--- src/rtl/irqc_pkg.sv ---
package irqc_pkg;

    typedef enum logic [1:0] {
        MSI_IDLE = 2'd0,
        MSI_SEND = 2'd1,
        MSI_GAP  = 2'd2,
        MSI_HOLD = 2'd3
    } msi_state_e;

    localparam logic [11:0] OFS_STATUS = 12'h040;
    localparam logic [11:0] OFS_ENABLE = 12'h050;
    localparam logic [11:0] OFS_MBOX   = 12'h800;

endpackage

--- src/rtl/irqc_status.sv ---
module irqc_status #(
    parameter int NUM_SRC = 16,
    localparam int ST_W   = NUM_SRC + 1
) (
    input  logic               clk,
    input  logic               rst_n,
    input  logic [NUM_SRC-1:0] irq_src,
    input  logic               mbox_set,
    input  logic [ST_W-1:0]    clr_mask,
    output logic [ST_W-1:0]    status_vec
);

    for (genvar i = 0; i < ST_W; i++) begin : g_bit
        logic set_i;
        logic bit_q;
        if (i < NUM_SRC) begin : g_src
            assign set_i = irq_src[i];
        end else begin : g_mbox
            assign set_i = mbox_set;
        end
        // set has priority over a simultaneous write-1 clear
        always_ff @(posedge clk or negedge rst_n) begin
            if (!rst_n) begin
                bit_q <= 1'b0;
            end else begin
                bit_q <= set_i | (bit_q & ~clr_mask[i]);
            end
        end
        assign status_vec[i] = bit_q;
    end

endmodule

--- src/rtl/irqc_regif.sv ---
module irqc_regif
    import irqc_pkg::*;
#(
    parameter int ADDR_W  = 12,
    parameter int DATA_W  = 32,
    parameter int ST_W    = 17
) (
    input  logic              clk,
    input  logic              rst_n,
    input  logic              reg_wr,
    input  logic              reg_rd,
    input  logic [ADDR_W-1:0] reg_addr,
    input  logic [DATA_W-1:0] reg_wdata,
    input  logic [ST_W-1:0]   status_vec,
    output logic [ST_W-1:0]   enable_vec,
    output logic [ST_W-1:0]   clr_mask,
    output logic              mbox_set,
    output logic [DATA_W-1:0] reg_rdata
);

    localparam logic [ADDR_W-1:0] A_STATUS = ADDR_W'(OFS_STATUS);
    localparam logic [ADDR_W-1:0] A_ENABLE = ADDR_W'(OFS_ENABLE);
    localparam logic [ADDR_W-1:0] A_MBOX   = ADDR_W'(OFS_MBOX);

    logic [ST_W-1:0]   enable_q;
    logic [DATA_W-1:0] mbox_q;
    logic [DATA_W-1:0] rdata_q;
    logic [DATA_W-1:0] rd_mux;
    logic              hit_status;
    logic              hit_enable;
    logic              hit_mbox;

    always_comb begin
        hit_status = (reg_addr == A_STATUS);
        hit_enable = (reg_addr == A_ENABLE);
        hit_mbox   = (reg_addr == A_MBOX);
    end

    assign clr_mask = (reg_wr && hit_status) ? reg_wdata[ST_W-1:0] : '0;
    assign mbox_set = reg_wr && hit_mbox;

    always_comb begin
        rd_mux = '0;
        if (hit_status) begin
            rd_mux[ST_W-1:0] = status_vec;
        end else if (hit_enable) begin
            rd_mux[ST_W-1:0] = enable_q;
        end else if (hit_mbox) begin
            rd_mux = mbox_q;
        end
    end

    always_ff @(posedge clk or negedge rst_n) begin
        if (!rst_n) begin
            enable_q <= '0;
            mbox_q   <= '0;
            rdata_q  <= '0;
        end else begin
            if (reg_wr && hit_enable) begin
                enable_q <= reg_wdata[ST_W-1:0];
            end
            if (mbox_set) begin
                mbox_q <= reg_wdata;
            end
            if (reg_rd) begin
                rdata_q <= rd_mux;
            end
        end
    end

    assign enable_vec = enable_q;
    assign reg_rdata  = rdata_q;

endmodule

--- src/rtl/irqc_msi_fsm.sv ---
module irqc_msi_fsm
    import irqc_pkg::*;
#(
    parameter int ST_W = 17
) (
    input  logic            clk,
    input  logic            rst_n,
    input  logic            msi_mode,
    input  logic [ST_W-1:0] masked,
    output logic            msi_req
);

    msi_state_e      state_q;
    msi_state_e      state_d;
    logic [ST_W-1:0] masked_q;
    logic            new_evt;
    logic            pending;

    assign new_evt = |(masked & ~masked_q);
    assign pending = |masked;

    always_ff @(posedge clk or negedge rst_n) begin
        if (!rst_n) begin
            state_q  <= MSI_IDLE;
            masked_q <= '0;
        end else begin
            state_q  <= state_d;
            masked_q <= masked;
        end
    end

    always_comb begin
        state_d = state_q;
        if (!msi_mode) begin
            state_d = MSI_IDLE;
        end else begin
            unique case (state_q)
                MSI_IDLE: if (new_evt) state_d = MSI_SEND;
                MSI_SEND: begin
                    if (new_evt)      state_d = MSI_GAP;
                    else if (pending) state_d = MSI_HOLD;
                    else              state_d = MSI_IDLE;
                end
                MSI_GAP:  state_d = MSI_SEND;
                MSI_HOLD: begin
                    if (new_evt)       state_d = MSI_SEND;
                    else if (!pending) state_d = MSI_IDLE;
                end
                default:  state_d = MSI_IDLE;
            endcase
        end
    end

    always_comb begin
        msi_req = msi_mode && (state_q == MSI_SEND);
    end

endmodule

--- src/rtl/irq_gather_ctrl.sv ---
module irq_gather_ctrl #(
    parameter int NUM_SRC = 16,
    parameter int ADDR_W  = 12,
    parameter int DATA_W  = 32
) (
    input  logic               clk,
    input  logic               rst_n,
    input  logic               msi_mode,
    input  logic [NUM_SRC-1:0] irq_src,
    input  logic               reg_wr,
    input  logic               reg_rd,
    input  logic [ADDR_W-1:0]  reg_addr,
    input  logic [DATA_W-1:0]  reg_wdata,
    output logic [DATA_W-1:0]  reg_rdata,
    output logic               legacy_irq,
    output logic               msi_req
);

    localparam int ST_W = NUM_SRC + 1;

    logic [ST_W-1:0] status_vec;
    logic [ST_W-1:0] enable_vec;
    logic [ST_W-1:0] clr_mask;
    logic [ST_W-1:0] masked;
    logic            mbox_set;

    irqc_regif #(.ADDR_W(ADDR_W), .DATA_W(DATA_W), .ST_W(ST_W)) u_regif (
        .clk        (clk),
        .rst_n      (rst_n),
        .reg_wr     (reg_wr),
        .reg_rd     (reg_rd),
        .reg_addr   (reg_addr),
        .reg_wdata  (reg_wdata),
        .status_vec (status_vec),
        .enable_vec (enable_vec),
        .clr_mask   (clr_mask),
        .mbox_set   (mbox_set),
        .reg_rdata  (reg_rdata)
    );

    irqc_status #(.NUM_SRC(NUM_SRC)) u_status (
        .clk        (clk),
        .rst_n      (rst_n),
        .irq_src    (irq_src),
        .mbox_set   (mbox_set),
        .clr_mask   (clr_mask),
        .status_vec (status_vec)
    );

    assign masked     = status_vec & enable_vec;
    assign legacy_irq = !msi_mode && (|masked);

    irqc_msi_fsm #(.ST_W(ST_W)) u_msi (
        .clk      (clk),
        .rst_n    (rst_n),
        .msi_mode (msi_mode),
        .masked   (masked),
        .msi_req  (msi_req)
    );

endmodule

--- config.mk ---
export PLATFORM = sky130hd
export DESIGN_NAME = irq_gather_ctrl
export DESIGN_NICKNAME = d
export VERILOG_FILES = /design/src/rtl/irqc_pkg.sv /design/src/rtl/irqc_status.sv /design/src/rtl/irqc_regif.sv /design/src/rtl/irqc_msi_fsm.sv /design/src/rtl/irq_gather_ctrl.sv
export SDC_FILE = /design/constraint.sdc
export NUM_CORES = 1
export LEC_CHECK = 0
export ABC_AREA = 0
export CAP_MARGIN = 30
export CORE_MARGIN = 2
export CORE_UTILIZATION = 46
export DETAILED_ROUTE_END_ITERATION = 12
export PLACE_DENSITY_LB_ADDON = 0.25
export REMOVE_ABC_BUFFERS = 1
export SLEW_MARGIN = 20
export SYNTH_ARGS = -nofsm -noshare
export SYNTH_HDL_FRONTEND = slang
export SYNTH_SLANG_ARGS = --single-unit
export TNS_END_PERCENT = 1
--- constraint.sdc ---
create_clock -name clk -period 1.6 [get_ports clk]
set_clock_uncertainty 0.1 [all_clocks]
set_input_delay 0.32 -clock clk [delete_from_list [all_inputs] [get_ports clk]]
set_output_delay 0.32 -clock clk [all_outputs]
set_load 0.005 [all_outputs]
# Yosys cells after proc, flatten, opt, wreduce, memory -nomap -nowiden
# Index checks and enable logic that the tools add are counted.
[word_totals]
in_bits = 65
mem_bits_rw = 0
romBits = 0
memories = 0
latchBits = 0
regBits = 117
[op_classes]
add_sub_neg = 0
n_eq_ne = 8
n_shift = 0
n_bitwise = 54
n_div = 0
n_reduce_logical = 10
n_mux = 13
n_lt_le_gt_ge = 0
n_mul = 0
[op_table]
columns = ["cell", "count"]
rows = [
  ["17-bit 2-to-1 mux", 3],
  ["17-bit AND", 2],
  ["17-bit OR reduction", 2],
  ["32-bit 2-to-1 mux", 1],
  ["15-bit 2-to-1 mux", 2],
  ["12-bit by 7-bit == test with 1-bit output (second input constant)", 2],
  ["1-bit AND", 17],
  ["1-bit inverter", 17],
  ["17-bit inverter", 1],
  ["1-bit bitwise OR", 17],
  ["12-bit == test (second input constant)", 1],
  ["2-bit 2-to-1 mux", 6],
  ["2-bit case mux with 4 select lines", 1],
  ["1-bit logical AND", 5],
  ["2-bit == test (second input constant)", 2],
  ["4-bit by 3-bit inequality test with 1-bit output (second input constant)", 1],
  ["3-bit by 2-bit inequality test with 1-bit output (second input constant)", 1],
  ["2-bit by 1-bit == test with 1-bit output (second input constant)", 1],
  ["2-bit zero test", 1],
  ["2-bit AND reduction", 1],
  ["1-bit zero test", 1],
]

# Depth between registers and ports, before layout
[logic_depth]
depth_word = 6
ltp_mapped = 8
mapped_depth_nobuf = 5

# Hierarchy
# Synthesis repeated with hierarchy kept, for this count alone.
[hier_totals]
hier_cells = 450
area_unflattened_um2 = 5510.3
[by_module_without_submodules]
columns = ["mod", "area_per_inst_um2", "instances", "cells_per_inst", "seq_area_each_um2"]
rows = [
  ["irqc_regif", 3912.5, 1, 298, 2026.9],
  ["irqc_status", 744.5, 1, 68, 425.4],
  ["irqc_msi_fsm", 703.2, 1, 59, 475.5],
  ["irq_gather_ctrl", 150.1, 1, 25, 0.0],
]

# Least setup slack after synthesis
# Ideal clock, no wire load.
[synth_path]
kind = "input-to-reg"
start = "input port reg_addr[7]"
end = "register u_regif.mbox_q[10]"
setup_ns = 0.125
arrival_time_ns = 1.755
stages = 6
setup_slack_ns = -0.380
cell_sequence = "nor4_2 > nand4_1 > nor3b_4 > nand2_2 > buf_6 > mux2_4"
[synth_via]
elab_chain_len = 2
[synth_lines]
columns = ["item", "line_no", "text"]
rows = [
  ["from (decl)", "irq_gather_ctrl.sv:12", "input logic [ADDR_W-1:0] reg_addr,"],
  ["12-bit == test", "irqc_regif.sv:36", "hit_mbox = (reg_addr == A_MBOX);"],
  ["1-bit logical AND", "irqc_regif.sv:40", "assign mbox_set = reg_wr && hit_mbox;"],
  ["to (signal assigned)", "irqc_regif.sv:63", "mbox_q <= reg_wdata;"],
  ["to (decl)", "irqc_regif.sv:26", "logic [DATA_W-1:0] mbox_q;"],
]
# Every way passes these cells.
# A chain may end at the register's enable or synchronous reset.

# Worst setup path in the final report
[layout_path]
start = "register u_regif.enable_q[7] (netlist: u_regif.enable_vec[7])"
end = "output port legacy_irq"
[layout_via]
elab_chain_len = 3
[layout_lines]
columns = ["item", "line_no", "text"]
rows = [
  ["from (decl)", "irqc_regif.sv:25", "logic [ST_W-1:0] enable_q;"],
  ["from (signal assigned)", "irqc_regif.sv:60", "enable_q <= reg_wdata[ST_W-1:0];"],
  ["17-bit AND", "irq_gather_ctrl.sv:50", "assign masked = status_vec & enable_vec;"],
  ["named net masked[7]", "irq_gather_ctrl.sv:24", "logic [ST_W-1:0] masked;"],
  ["17-bit OR reduction", "irq_gather_ctrl.sv:51", "assign legacy_irq = !msi_mode && (|masked);"],
  ["1-bit logical AND", "irq_gather_ctrl.sv:51", ""],
  ["to (decl)", "irq_gather_ctrl.sv:15", "output logic legacy_irq,"],
]
# The timed path passes the listed nets, and every way through them passes these cells.

==> impl_results.md <==
* Number of synthesized register bits at 117
* Drt total wl at 12.6 mm
* Asr flop ratio synth at 100%
* EDFF count, synth at 0
* Worst Setup End Kind: output pin
* Global-route wire length before repair at 20.4 mm
* Slowest cell on crit path: dfrtp_1
* Setup Crit Path Kind: reg2out
* CTS tree: done
* Chip height at 108 um
* Setup crit start kind: flop
* Clock tree sinks at 117
* Most common cell after layout, fill and taps aside: dfrtp_1
* Die Footprint at 0.0117 mm^2
* Area Growth Syn to Fin at 44.8%
* Drt wl/cell at 17.3 um
* Final Net Count at 641
* Clock Tree Buf Depth at 2
* Sequential-to-total area share from yosys stat at 58.7%
* Pleak at 3.42 nW
* Family with the most delay on the worst path: simple AND/OR/NAND/NOR gates
* Core area at 0.0107 mm^2
* Vias in the first global route at 4074
* Largest net degree at the start of global routing at 31
* Layout cell share with drive strength beyond 1 at 29.3%
* Arr. time, crit path at 1.93 ns
* Violated checks: negative setup slack
* Mapped Area at 0.00499 mm^2
* 1st-pass router iterations at 7
* Power per cell area at 963 mW/mm^2
* Crit path largest cell delay at 0.38 ns
* Worst Tran Pin Value at 0.432 ns
* Post-synthesis cell type count at 37
* Crit path max fanout at 2
* HP Class: in2reg
* Critical Path RT at 1.18 ns
* Worst vdd ir at 0.814 mV
* HPWL after DPL at 8.42 mm
* Vias per inst at 5.26
* Slew Limit Headroom at 71.2%
* Synthesized instance count at 412
* Setup violators final at 4
* Tot GR Track Use at 23.0%
* TritonCTS buffer count at 17
* Final Cycle Share at 147%
* IO Port Bufs at 98
* Final Non-Filler Cells at 727
* Commonest cells after routing, fill and taps aside: dfrtp_1 (117), buf_4 (57), clkdlybuf4s50_1 (52)
* Avg Inst Size Synth at 12.1 um^2
* Synth top area share at 58.7%
* Die width at 108 um
* WP buf/inv at 1
* Initial antenna violation count at 0
* Placed cell areas at 0.00660 mm^2
* Initial Utilization at 46.6%
* Clk_lat worst skew at 0.53 ns
* Vias at 3822
* Starting DRC count in detailed routing at 235
* Fmax at 426 MHz
* Crit-path cells: and2_4, nand4b_1, or3_4, nor2_4, nor2_2, buf_2
* Setup ws final at -0.746 ns
* ANT cells at 0
* Placer Congestion at 0.792
* Outcome: finished, violations left
* Hold Violations, Final at 0
* DRC errors left at 0
* YS warnings at 0
* Total of max-cap violations at 0
* Fin area at 0.00722 mm^2
* Placed cells at 695
* Io pins at 99
* Final antenna-violating net count at 0
* Root Buffer: clkbuf_8
* Cell accounting for the most synthesized area: dfrtp_1
* Area contributors post-synth: dfrtp_1 (59%), mux2_4 (9.0%), mux2_2 (4.3%)
* GRT overflow at 0
* Final Slew Violations at 0
* Synth Flop Type: dfrtp_1
* Period minus WS final at 2.35 ns
* RSZ-0062 raised after global routing: true
* Htree depth at 4
* # rows at 38
* Setup TNS at -1.26 ns
* Clock transition at path regs at 0.05 ns
worst paths after layout:
kind | startpoint | slack (ns) | endpoint | cells after the start
min in group asynchronous | rst_n | 0.18 | u_regif.mbox_q[22]$_DFFE_PN0P_ | 2
worst min-delay path | reg_rd | 0.15 | u_regif.reg_rdata[16]$_DFFE_PN0P_ | 3
max in group asynchronous | rst_n | 0.74 | u_regif.mbox_q[6]$_DFFE_PN0P_ | 3
worst max-delay path | u_regif.enable_vec[7]$_DFFE_PN0P_ | -0.75 | legacy_irq | 6
worst min register to register | u_regif.mbox_q[31]$_DFFE_PN0P_ | 0.41 | u_regif.reg_rdata[31]$_DFFE_PN0P_ | 2
worst max register to register | u_regif.enable_vec[7]$_DFFE_PN0P_ | -0.28 | u_msi.state_q[0]$_DFFE_PN0P_ | 5
where the power goes:
part | internal (mW) | switching [mW]
logic | 0.253 | 0.206
registers | 3.00 | 0.0233
clock network | 2.24 | 1.23
total | 5.49 | 1.46
timing repair:
action                                 in CTS  in global routing
setup endpoints to repair                 134                 74
resized for setup                          97                 17
hold buffers                                1                  0
pin swaps                                  10                  5
endpoints found under the hold margin     117                  0
buffers inserted                            1                  0
flip-flops by register name, summed over array words and instances, names as in the netlist:
signal                count
u_status.g_bit.bit_q     17
u_regif.mbox_q           32
u_regif.enable_vec       17
u_msi.masked_q           17
u_regif.reg_rdata        32
u_msi.state_q             2
Yosys cell counts, drive strengths merged (5+ instances only):
cell type,instances
o21ai,15
nand2,34
clkbuf,10
and2,5
nand3,18
inv,31
buf,10
dfrtp,117
nand2b,19
mux2,49
a22oi,19
o22ai,22
a21o,16
nor2,6
a21oi,17
per-stage QoR:
| step | util, % | power (mW) | hold WS (ns) | setup WS, ns |
|---|---|---|---|---|
| floorplan | - | 3.15 | -0.0756 | -1.45 |
| global placement | 61.6 | 3.53 | 0.171 | -0.796 |
| detailed placement | 61.6 | 3.54 | 0.179 | -0.852 |
| CTS | 67.4 | 7.02 | 0.0984 | -0.809 |
| global route | 67.5 | 7.22 | 0.141 | -0.821 |
| finish | 67.5 | 6.95 | 0.148 | -0.746 |
per-layer routing:
layer,wire length (um),global-route usage [%],up-vias,share of wire (%)
met4,163,9.34,0,1.3
li1,-,-,1776,-
met5,0,0,-,0
met2,6310,38.1,124,50
met1,5360,28.7,1905,43
met3,748,6.33,17,5.9
cells by family (layout without fill, tap and decap cells):
| group | Yosys count | after routing | share of synthesized area (%) |
|---|---|---|---|
| buffers and inverters | 51 | 226 | 4.69 |
| multiplexers | 49 | 49 | 13.3 |
| flip-flops | 117 | 117 | 58.7 |
| AO/OA/AOI/OAI | 95 | 95 | 12.3 |
| AND/OR/NAND/NOR | 100 | 100 | 11.0 |
worst min-delay path, stage by stage:
cell and delay, ns:
buf_2 0.15, o22ai_1 0.13, a21oi_2 0.12
layout make-up:
type / instances / area [um^2]
Fill cell: 798 / 3480
Sequential cell: 117 / 2930
Multi-Input combinational cell: 244 / 1900
Timing Repair Buffer: 165 / 1560
Clock buffer: 26 / 498
Tap cell: 140 / 175
Inverter: 31 / 116
Clock inverter: 4 / 45.0
Power figures use the tool's default switching activity.
